--- src/rtl/rx_word_link.sv ---
module rx_word_link #(
  parameter int W          = 32,
  parameter int WIN_T_NORM = 2350000,
  parameter int WIN_T_MAJ  = 1525000,
  parameter int WIN_A_NORM = 1850000,
  parameter int WIN_A_MAJ  = 1190000
) (
  input  logic         clk,
  input  logic         rst_n,
  input  logic         ld_valid,
  input  logic [W-1:0] ld_data,
  output logic         ld_ready,
  input  logic         std_amps,
  input  logic         maj_mode,
  input  logic         fwd_ctl,
  input  logic         sck_in,
  output logic         sd_out
);

  localparam int MAX_A = (WIN_T_NORM > WIN_T_MAJ) ? WIN_T_NORM : WIN_T_MAJ;
  localparam int MAX_B = (WIN_A_NORM > WIN_A_MAJ) ? WIN_A_NORM : WIN_A_MAJ;
  localparam int WMAX  = (MAX_A > MAX_B) ? MAX_A : MAX_B;
  localparam int CW    = $clog2(WMAX + 1);
  localparam int BW    = $clog2(W);

  typedef enum logic [1:0] {S_IDLE, S_PEND, S_SHIFT} st_t;

  st_t           st;
  logic [W-1:0]  sh;
  logic [BW-1:0] bc;
  logic [CW-1:0] cnt;
  logic [CW-1:0] win;
  logic [2:0]    sy;
  logic          fall, rise, expire;

  always_ff @(posedge clk)
    if (!rst_n) sy <= 3'b111;
    else        sy <= {sy[1:0], sck_in};

  assign fall = sy[2] & ~sy[1];
  assign rise = ~sy[2] & sy[1];

  always_comb begin
    if (std_amps) win = (maj_mode && fwd_ctl) ? CW'(WIN_A_MAJ) : CW'(WIN_A_NORM);
    else          win = (maj_mode && fwd_ctl) ? CW'(WIN_T_MAJ) : CW'(WIN_T_NORM);
  end

  assign expire   = (cnt == win - CW'(1));
  assign ld_ready = (st == S_IDLE);
  assign sd_out   = (st == S_IDLE) ? 1'b1 : (st == S_PEND) ? 1'b0 : sh[W-1];

  always_ff @(posedge clk) begin
    if (!rst_n) begin
      st  <= S_IDLE;
      sh  <= '0;
      bc  <= '0;
      cnt <= '0;
    end else begin
      case (st)
        S_IDLE: if (ld_valid) begin
          sh  <= ld_data;
          cnt <= '0;
          st  <= S_PEND;
        end
        default: begin
          if (expire) st <= S_IDLE;
          else begin
            cnt <= cnt + CW'(1);
            if (st == S_PEND) begin
              if (fall) begin
                st <= S_SHIFT;
                bc <= '0;
              end
            end else begin
              if (fall) sh <= sh << 1;
              if (rise) begin
                if (bc == BW'(W - 1)) st <= S_IDLE;
                else                  bc <= bc + BW'(1);
              end
            end
          end
        end
      endcase
    end
  end

  assert_announce_low_R2: assert property (@(posedge clk) disable iff (!rst_n)
    (ld_valid && ld_ready) |=> (!sd_out && !ld_ready));

  assert_first_bit_msb_R3: assert property (@(posedge clk) disable iff (!rst_n)
    (st == S_PEND && fall && !expire) |=> (sd_out == $past(sh[W-1])));

  assert_done_to_idle_R3: assert property (@(posedge clk) disable iff (!rst_n)
    (st == S_SHIFT && rise && bc == BW'(W - 1)) |=> (ld_ready && sd_out));

  assert_window_bound_R4: assert property (@(posedge clk) disable iff (!rst_n)
    (st != S_IDLE) |-> (cnt < win));

  assert_hold_word_R7: assert property (@(posedge clk) disable iff (!rst_n)
    (st == S_PEND && !fall) |=> $stable(sh));

  assert_idle_line_R8: assert property (@(posedge clk) disable iff (!rst_n)
    (ld_ready && !ld_valid) |=> (sd_out && ld_ready));

endmodule

--- config.mk ---
export PLATFORM = sky130hd
export DESIGN_NAME = rx_word_link
export DESIGN_NICKNAME = d
export VERILOG_FILES = /design/src/rtl/rx_word_link.sv
export SDC_FILE = /design/constraint.sdc
export NUM_CORES = 1
export LEC_CHECK = 0
export BUFFER_PORTS_ARGS = -buffer_cell sky130_fd_sc_hd__buf_2
export CAP_MARGIN = 15
export CORE_MARGIN = 8
export CORE_UTILIZATION = 55
export DETAILED_ROUTE_END_ITERATION = 6
export PLACE_DENSITY = 0.75
export SLEW_MARGIN = 20
export SYNTH_ARGS = -nofsm -noshare
export SYNTH_HDL_FRONTEND = slang
export SYNTH_SLANG_ARGS = --single-unit
--- constraint.sdc ---
create_clock -name clk -period 4.4 [get_ports clk]
set_input_delay 0.88 -clock clk [delete_from_list [all_inputs] [get_ports clk]]
set_output_delay 0.88 -clock clk [all_outputs]
set_load 0.01 [all_outputs]
# == After elaboration in Yosys (flattened, before gate mapping) ==
# Cells that the tools add are included.
# word_totals
inputBits,39
ff_bits,64
ramBits,0
output_inout_bits,2
n_memories,0
latch_bits,0
mem_bits_ro,0
# classes
n_bitwise,6
n_reduce_logical,10
n_eq_ne,9
order_cmp,0
div_mod_pow,0
add_sub_neg,3
multipliers,0
n_mux,24
shift,0
# ops
op,count
$mux W32,5
$mux W22,5
$add A22 B1 Y22 const B,1
$eq A22 B22 Y1,1
$sub A22 B1 Y22 const B,1
$mux W20,1
$mux W5,4
$mux W2,7
$ne A2 B2 Y1 const B,5
$reduce_and A4 Y1,2
$reduce_bool A4 Y1,2
$add A5 B1 Y5 const B,1
$eq A5 B5 Y1 const B,1
$reduce_and A5 Y1,1
$ne A4 B4 Y1 const B,1
$not A1 Y1,4
$reduce_bool A2 Y1,2
$and A1 B1 Y1,2
$eq A2 B1 Y1 const B,1
$logic_not A2 Y1,1
$mux W1,2
$reduce_and A2 Y1,1
$logic_and A1 B1 Y1,1

# == Longest topological paths before layout ==
# Gate-level depths: netlist of run 1.
# depth
ltp_word,7
mapped_depth,12
ltp_nobuf,10

# == Worst setup path after synthesis of run 1 ==
# Ideal clock, no wire load.
# synth_path
path_type,input -> register
startpoint,input port std_amps
endpoint,register sh[10]
t_arrival_ns,2.956
t_required_ns,4.284
setup_slack_ns,1.328
stages,12
setup_ns,0.116
n_path_buf,2
cell_sequence,and3b_4 -> inv_4 -> ha_1 -> xnor2_1 -> nor3_1 -> nand3_1 -> nor2_2 -> a311oi_2 -> or2_1 -> buf_4 -> buf_6 -> o211a_1
# synth_between
elab_chain_cells,5
# synth_rtl
element,line,rtl
"start, declared",13,"input logic std_amps,"
$mux W22,44,if (std_amps) win = (maj_mode && fwd_ctl) ? CW'(WIN_A_MAJ) : CW'(WIN_A_NORM);
$sub A22 B1 Y22,48,assign expire = (cnt == win - CW'(1));
$eq A22 B22 Y1,48,
$ne A2 B2 Y1 (no source line),--,
$reduce_and A4 Y1 (no source line),--,
"end signal, assigned",61,sh <= ld_data;
"end signal, assigned",75,if (fall) sh <= sh << 1;
"end, declared",29,logic [W-1:0] sh;
# No other way between the ends.
# A chain may end at the register's enable or synchronous reset.

# == Final worst setup path of run 1 ==
# layout_path
startpoint,input port std_amps
endpoint,register sh[8]
# The elaborated chain is that of the path after synthesis.

==> impl_metrics.tcl, run 1 <==
set metrics [dict create \
    htree_levels 3 \
    r2r-end "cnt[17]$_SDFFE_PN0P_" \
    clk_pin_slew_worst_paths_ns 0.07 \
    dieArea_mm2 0.00934 \
    synth_top_family_by_area "compound AO/OA/AOI/OAI gates" \
    ys_warn_count 0 \
    worst_ep_arrival_time_ns 3.51 \
    yosys-mux-area-fraction 0.113 \
    antenna_cells 0 \
    die_h_um 96.7 \
    synth_most_common_cell "dfxtp_1" \
    cts_buffer_depth 2 \
    crit_chain "buf_2 > and3b_4 > inv_4 > ha_1 > and2b_1 > mux2i_4 > xnor2_2 > nor2_2 > a311oi_2 > or2_1 > buf_12 > o211a_1" \
    period_needed_ns 3.22 \
    worst_pin_slew_ns 0.814 \
    final_antenna_net_count 0 \
    p_int_uw 905 \
    start_util 0.567 \
    p_seq_frac 0.499 \
    ff2ff_path_depth 9 \
    cp-start-kind "input pin" \
    dp_cells 485 \
    netlist.top_cell.by_area "dfxtp_1" \
    nFillCells 573 \
    row_count 29 \
    end_kind "flip-flop" \
    cap_violations 0 \
    timing.rr.start "cnt[0]$_SDFFE_PN0P_" \
    crit_required_ns 4.69 \
    drive_gt1_frac 0.184 \
    cts_made_buffers 9 \
    finClkSkew_ns 0.00949 \
    place_ws_ns 0.865 \
    ir_drop_mv 0.188 \
    vias 3029 \
    synthTopCellsByArea "dfxtp_1 36%, mux2i_1 11%, o211a_1 8.7%" \
    slowest_stage "or2_1" \
    cts_resized 0 \
    combPwrFrac 0.147 \
    path_delay_family "simple AND/OR/NAND/NOR gates" \
    clk_latency_ns 0.35 \
    synthArstFlopShare 0 \
    crit_path_max_fanout 21 \
    ys_ff_latch 64 \
    synth_edf_count 0 \
    synth_nets 438 \
    reg2reg_slack_ns 1.75 \
    syn_area_mm2 0.00358 \
    grt_pass1_wl_um 13700 \
    pwr-share-clk 0.354 \
    cts_tree "built" \
    post_drt_wl_per_cell_um 15.7 \
    core_area_mm2 0.00631 \
    synth_top_flop_cell "dfxtp_1" \
    synthSimpleGateAreaFrac 0.186 \
    ys_types 62 \
    hold_depth 1 \
    yosysSeqAreaShare 0.358 \
    relSlewSlack 0.457 \
    synth-xor-area-share 0.0315 \
    dpl.hpwl_um 5330 \
    grt_max_degree 47 \
    cts_root_buf "clkbuf_8" \
    post-route-period-util 0.731 \
    synthCells 391 \
    finalHoldViolCount 0 \
    p_per_area_mw_per_mm2 320 \
    gp_congestion 0.829 \
    gr-total-overflow 0 \
    slowest_delay_ns 0.46 \
    rsz0062_at_grt "no" \
    crit_type "in -> reg" \
    holdCritStartpoint "sy[0]$_SDFF_PN1_" \
    postCtsSetupBuffers 0 \
    area_growth_pct 10.5 \
    dieWidth_um 96.7 \
    drc 0 \
    p_leak_uw 0.00182 \
    synth_common_cells "64 x dfxtp_1, 46 x o21ai_0, 38 x mux2i_1, 31 x o211a_1, 18 x nand2_1" \
    finalWorstSetupSlack_ns 1.18 \
    drt_pre_antenna_iters 4 \
    setup_viol 0 \
    synth-compound-area-share 0.234 \
    worst_hold_path.endpoint "sy[1]$_SDFF_PN1_" \
    hold_class "reg -> reg" \
    netlist.area_leader.share 0.358 \
    final.setup.tns_ns 0 \
    vias_per_cell 6.05 \
    io_pins 41 \
    crit_buf_inv 3 \
    drv_slew 0 \
    cts_hold_buf 0 \
    final_nets 466 \
    final_cells 501 \
    grt.total_usage 0.171 \
    antenna_found_initial 0 \
    grt_pass1_vias 2930 \
    p_sw_frac 0.284 \
    syn_area_per_cell_um2 9.15 \
    clkSinkCount 64 \
    fin_hold_ws_ns 0.417 \
    status "completed" \
    wl_um 7860 \
    netSwitchingPower_uw 359 \
    max_freq_mhz 311 \
    synth_fa_ha_area_frac 0.0280 \
    drt_iter0_markers 189 \
    place.port_buffers 40 \
]
-- stage by stage --
stage,instance area [um2],utilization,total power [uW]
3_5_place_dp,3780,0.599,829
5_1_grt,3950,0.626,1330
6_report,3950,0.626,1260
3_3_place_gp,3780,0.599,824
4_1_cts,3950,0.626,1280
2_1_floorplan,3580,-,784
-- power by group through the flow --
stage	logic, uW	registers, uW	clock network [uW]
floorplan	145	639	0
global placement	182	642	0
detailed placement	185	644	0
CTS	186	631	461
global route	208	635	486
finish	186	631	447
-- flip-flops by register name (all words and copies together), names as in the netlist --
register / flops
sh: 32
bc: 5
cnt: 22
st: 2
sy: 3
-- how the worst max path moves through the flow --
stage	startpoint	to	cells past startpoint
2_1_floorplan	std_amps	sh[10]$_SDFFE_PN0P_	12
3_3_place_gp	std_amps	cnt[15]$_SDFFE_PN0P_	12
3_5_place_dp	std_amps	sh[8]$_SDFFE_PN0P_	12
4_1_cts	std_amps	cnt[17]$_SDFFE_PN0P_	12
5_1_grt	std_amps	cnt[15]$_SDFFE_PN0P_	12
6_report	std_amps	sh[8]$_SDFFE_PN0P_	12
-- cell usage in the layout, fill, tap and decap left out, types with 2 or more instances in the layout --
master      Yosys  routed
dfxtp_1        64      64
o21ai_0        46      46
buf_2           6      40
mux2i_1        38      38
o211a_1        31      31
nand2_1        18      18
a21oi_1        17      17
nand3_1        14      14
nor2_1         14      14
or3_1          14      14
xnor2_1         9       9
clkbuf_8        0       9
nand2b_1        8       8
nand4_1         8       8
ha_1            8       8
nor2b_1         7       7
nor3_1          7       7
inv_1           5       5
buf_4           1       5
and3_1          3       3
o21a_1          3       3
and2_1          3       3
nor4_1          3       3
clkinv_2        0       3
or2_1           2       2
nand3b_1        2       2
xor2_1          2       2
o21ai_1         2       2
a31oi_1         2       2
clkinvlp_4      0       2
-- routing by layer --
metal  track usage  up-vias  wire length, um  part of all wire
li1              -     1507                -                 -
met1         0.216     1436             3720              0.47
met2         0.254       70             3500              0.44
met3        0.0583       16              462             0.059
met4        0.0793        0              180             0.023
met5             0        -                0                 0
-- area by class of cell --
type	instances	area, um2	area share
flip-flops and latches	64	1280	0.324
multi-input cells	291	2120	0.536
inverters	7	28.8	0.00728
well taps	77	96.3	0.0244
clock inverters	7	47.5	0.0120
repair buffers	46	258	0.0652
clock buffers	9	124	0.0313
-- kinds of logic after synthesis --
family	after synthesis
muxes	39
xor gates and xnor gates	12
buffers and inverters	36
and+or+nand+nor	115
adders and majority gates	8
DFF	64
AOI/OAI and AO/OA	117
Note: power is estimated with default switching activity, not from simulation.
==> run 2: changes to the inputs <==
Settings changed: CORE_UTILIZATION 55 to 53.
Clock period 4.4 ns to 2.8 ns, I/O delays scaled along.
==> run 2 against run 1 <==
Against the previous run:
- sequential power increased by 57%
- register-to-register slack got worse by 1.2 ns
- flip-flop and latch count unchanged
- largest cell class unchanged
- final cell count increased by 4.8%
==> impl_metrics.tcl, run 2 (same netlist as run 1, synthesis figures left out) <==
set metrics [dict create \
    crit_path_max_fanout 34 \
    ff2ff_path_depth 10 \
    holdCritStartpoint "sck_in" \
    die_h_um 98.2 \
    p_per_area_mw_per_mm2 488 \
    place_ws_ns -0.146 \
    rsz0062_at_grt "no" \
    reg2reg_slack_ns 0.55 \
    relSlewSlack 0.483 \
    drt_pre_antenna_iters 5 \
    end_kind "flip-flop" \
    p_leak_uw 0.00193 \
    postCtsSetupBuffers 0 \
    finClkSkew_ns 0.00918 \
    r2r-end "cnt[11]$_SDFFE_PN0P_" \
    drt_iter0_markers 185 \
    period_needed_ns 2.58 \
    drc 0 \
    max_freq_mhz 387 \
    finalHoldViolCount 0 \
    start_util 0.536 \
    final_nets 487 \
    worst_hold_path.endpoint "sy[0]$_SDFF_PN1_" \
    gp_congestion 0.859 \
    timing.rr.start "cnt[0]$_SDFFE_PN0P_" \
    io_pins 41 \
    finalWorstSetupSlack_ns 0.217 \
    gr-total-overflow 0 \
    vias 3086 \
    crit_type "in -> reg" \
    antenna_found_initial 0 \
    grt_max_degree 46 \
    place.port_buffers 40 \
    dieWidth_um 98.2 \
    htree_levels 3 \
    drive_gt1_frac 0.222 \
    hold_depth 2 \
    antenna_cells 0 \
    cp-start-kind "input pin" \
    largest_register_ffs 32 \
    final_common_cell "dfxtp_1" \
    cts_hold_buf 0 \
    row_count 30 \
    cts_root_buf "clkbuf_8" \
    vias_per_cell 5.88 \
    drv_slew 0 \
    cts_resized 0 \
    worst_pin_slew_ns 0.775 \
    wl_um 7860 \
    final_cell_mix "64 x dfxtp_1, 46 x o21ai_0, 40 x buf_2" \
    worst_ep_arrival_time_ns 2.77 \
    dieArea_mm2 0.00964 \
    final_antenna_net_count 0 \
    clk_pin_slew_worst_paths_ns 0.07 \
    cts_buffer_depth 2 \
    final_core_util 0.621 \
    hold_class "in -> reg" \
    cts_made_buffers 9 \
    grt.total_usage 0.172 \
    ir_drop_mv 0.414 \
    cap_violations 0 \
    largest-register "sh" \
    reg_top3 "sh x32, cnt x22, bc x5" \
    total_power_uw 2020 \
    clk_latency_ns 0.34 \
    status "completed" \
    crit_required_ns 2.99 \
    post_drt_wl_per_cell_um 15.0 \
    cts_tree "built" \
    grt_pass1_wl_um 13900 \
    area_growth_pct 15.9 \
    setup_viol 0 \
    grt_pass1_vias 3052 \
    post-route-period-util 0.922 \
    dpl.hpwl_um 5660 \
    clkSinkCount 64 \
    core_area_mm2 0.00668 \
]
==> run 2: changes by cell type in the layout (fill, tap and decap cells not counted), sizes merged <==
cell and delta:
buf +21, clkinv -1, clkbuf +1
==> run 2: critical path, stage by stage <==
cell and delay (ns):
buf_2 0.10, and3b_4 0.31, inv_4 0.04, ha_1 0.30
xnor2_1 0.13, nor3_1 0.20, nand3_1 0.13, buf_4 0.17
o41ai_4 0.33, buf_12 0.22, nor4_1 0.08, xnor2_1 0.14
nor2_1 0.06
==> run 2: routing by layer <==
layer / vias to the layer above / track usage / share of wire
li1: 1538 / - / -
met1: 1470 / 0.212 / 0.47
met2: 72 / 0.278 / 0.47
met3: 6 / 0.0548 / 0.052
met4: 0 / 0.0519 / 0.0092
met5: - / 0 / 0
==> run 2: area by class of cell <==
class / count / area, um2
Sequential cell: 64 / 1280
Inverter: 7 / 28.8
Multi-Input combinational cell: 291 / 2120
Fill cell: 573 / 2530
Clock inverter: 6 / 42.5
Tap cell: 80 / 100
Clock buffer: 10 / 138
Timing Repair Buffer: 67 / 440
==> run 2: where the power goes <==
part           internal [uW]  leakage, uW  total [uW]  switching (uW)
registers                962     0.000524         992            30.4
clock network            346    0.0000887         715             369
logic                    159      0.00132         316             156
==> run 2: how the worst max path moves through the flow <==
| stage | startpoint | to | depth (start not counted) | slack [ns] |
|---|---|---|---|---|
| global placement | std_amps | cnt[11]$_SDFFE_PN0P_ | 13 | -0.07 |
| finish | std_amps | cnt[11]$_SDFFE_PN0P_ | 13 | 0.22 |
| global route | std_amps | bc[3]$_SDFFE_PN0P_ | 12 | 0.05 |
| floorplan | std_amps | sh[10]$_SDFFE_PN0P_ | 12 | 0.05 |
| detailed placement | std_amps | cnt[11]$_SDFFE_PN0P_ | 13 | -0.15 |
| CTS | std_amps | cnt[11]$_SDFFE_PN0P_ | 13 | 0.21 |
==> run 2: per-stage QoR <==
step                std cells  hold slack, ns  instance area (um2)  TNS, ns
CTS                       525           0.384                 4150        0
floorplan                 391           0.386                 3580        0
finish                    525           0.400                 4150        0
global route              525           0.370                 4150        0
detailed placement        509           0.398                 3970    -3.55
global placement          509           0.391                 3970   -0.731
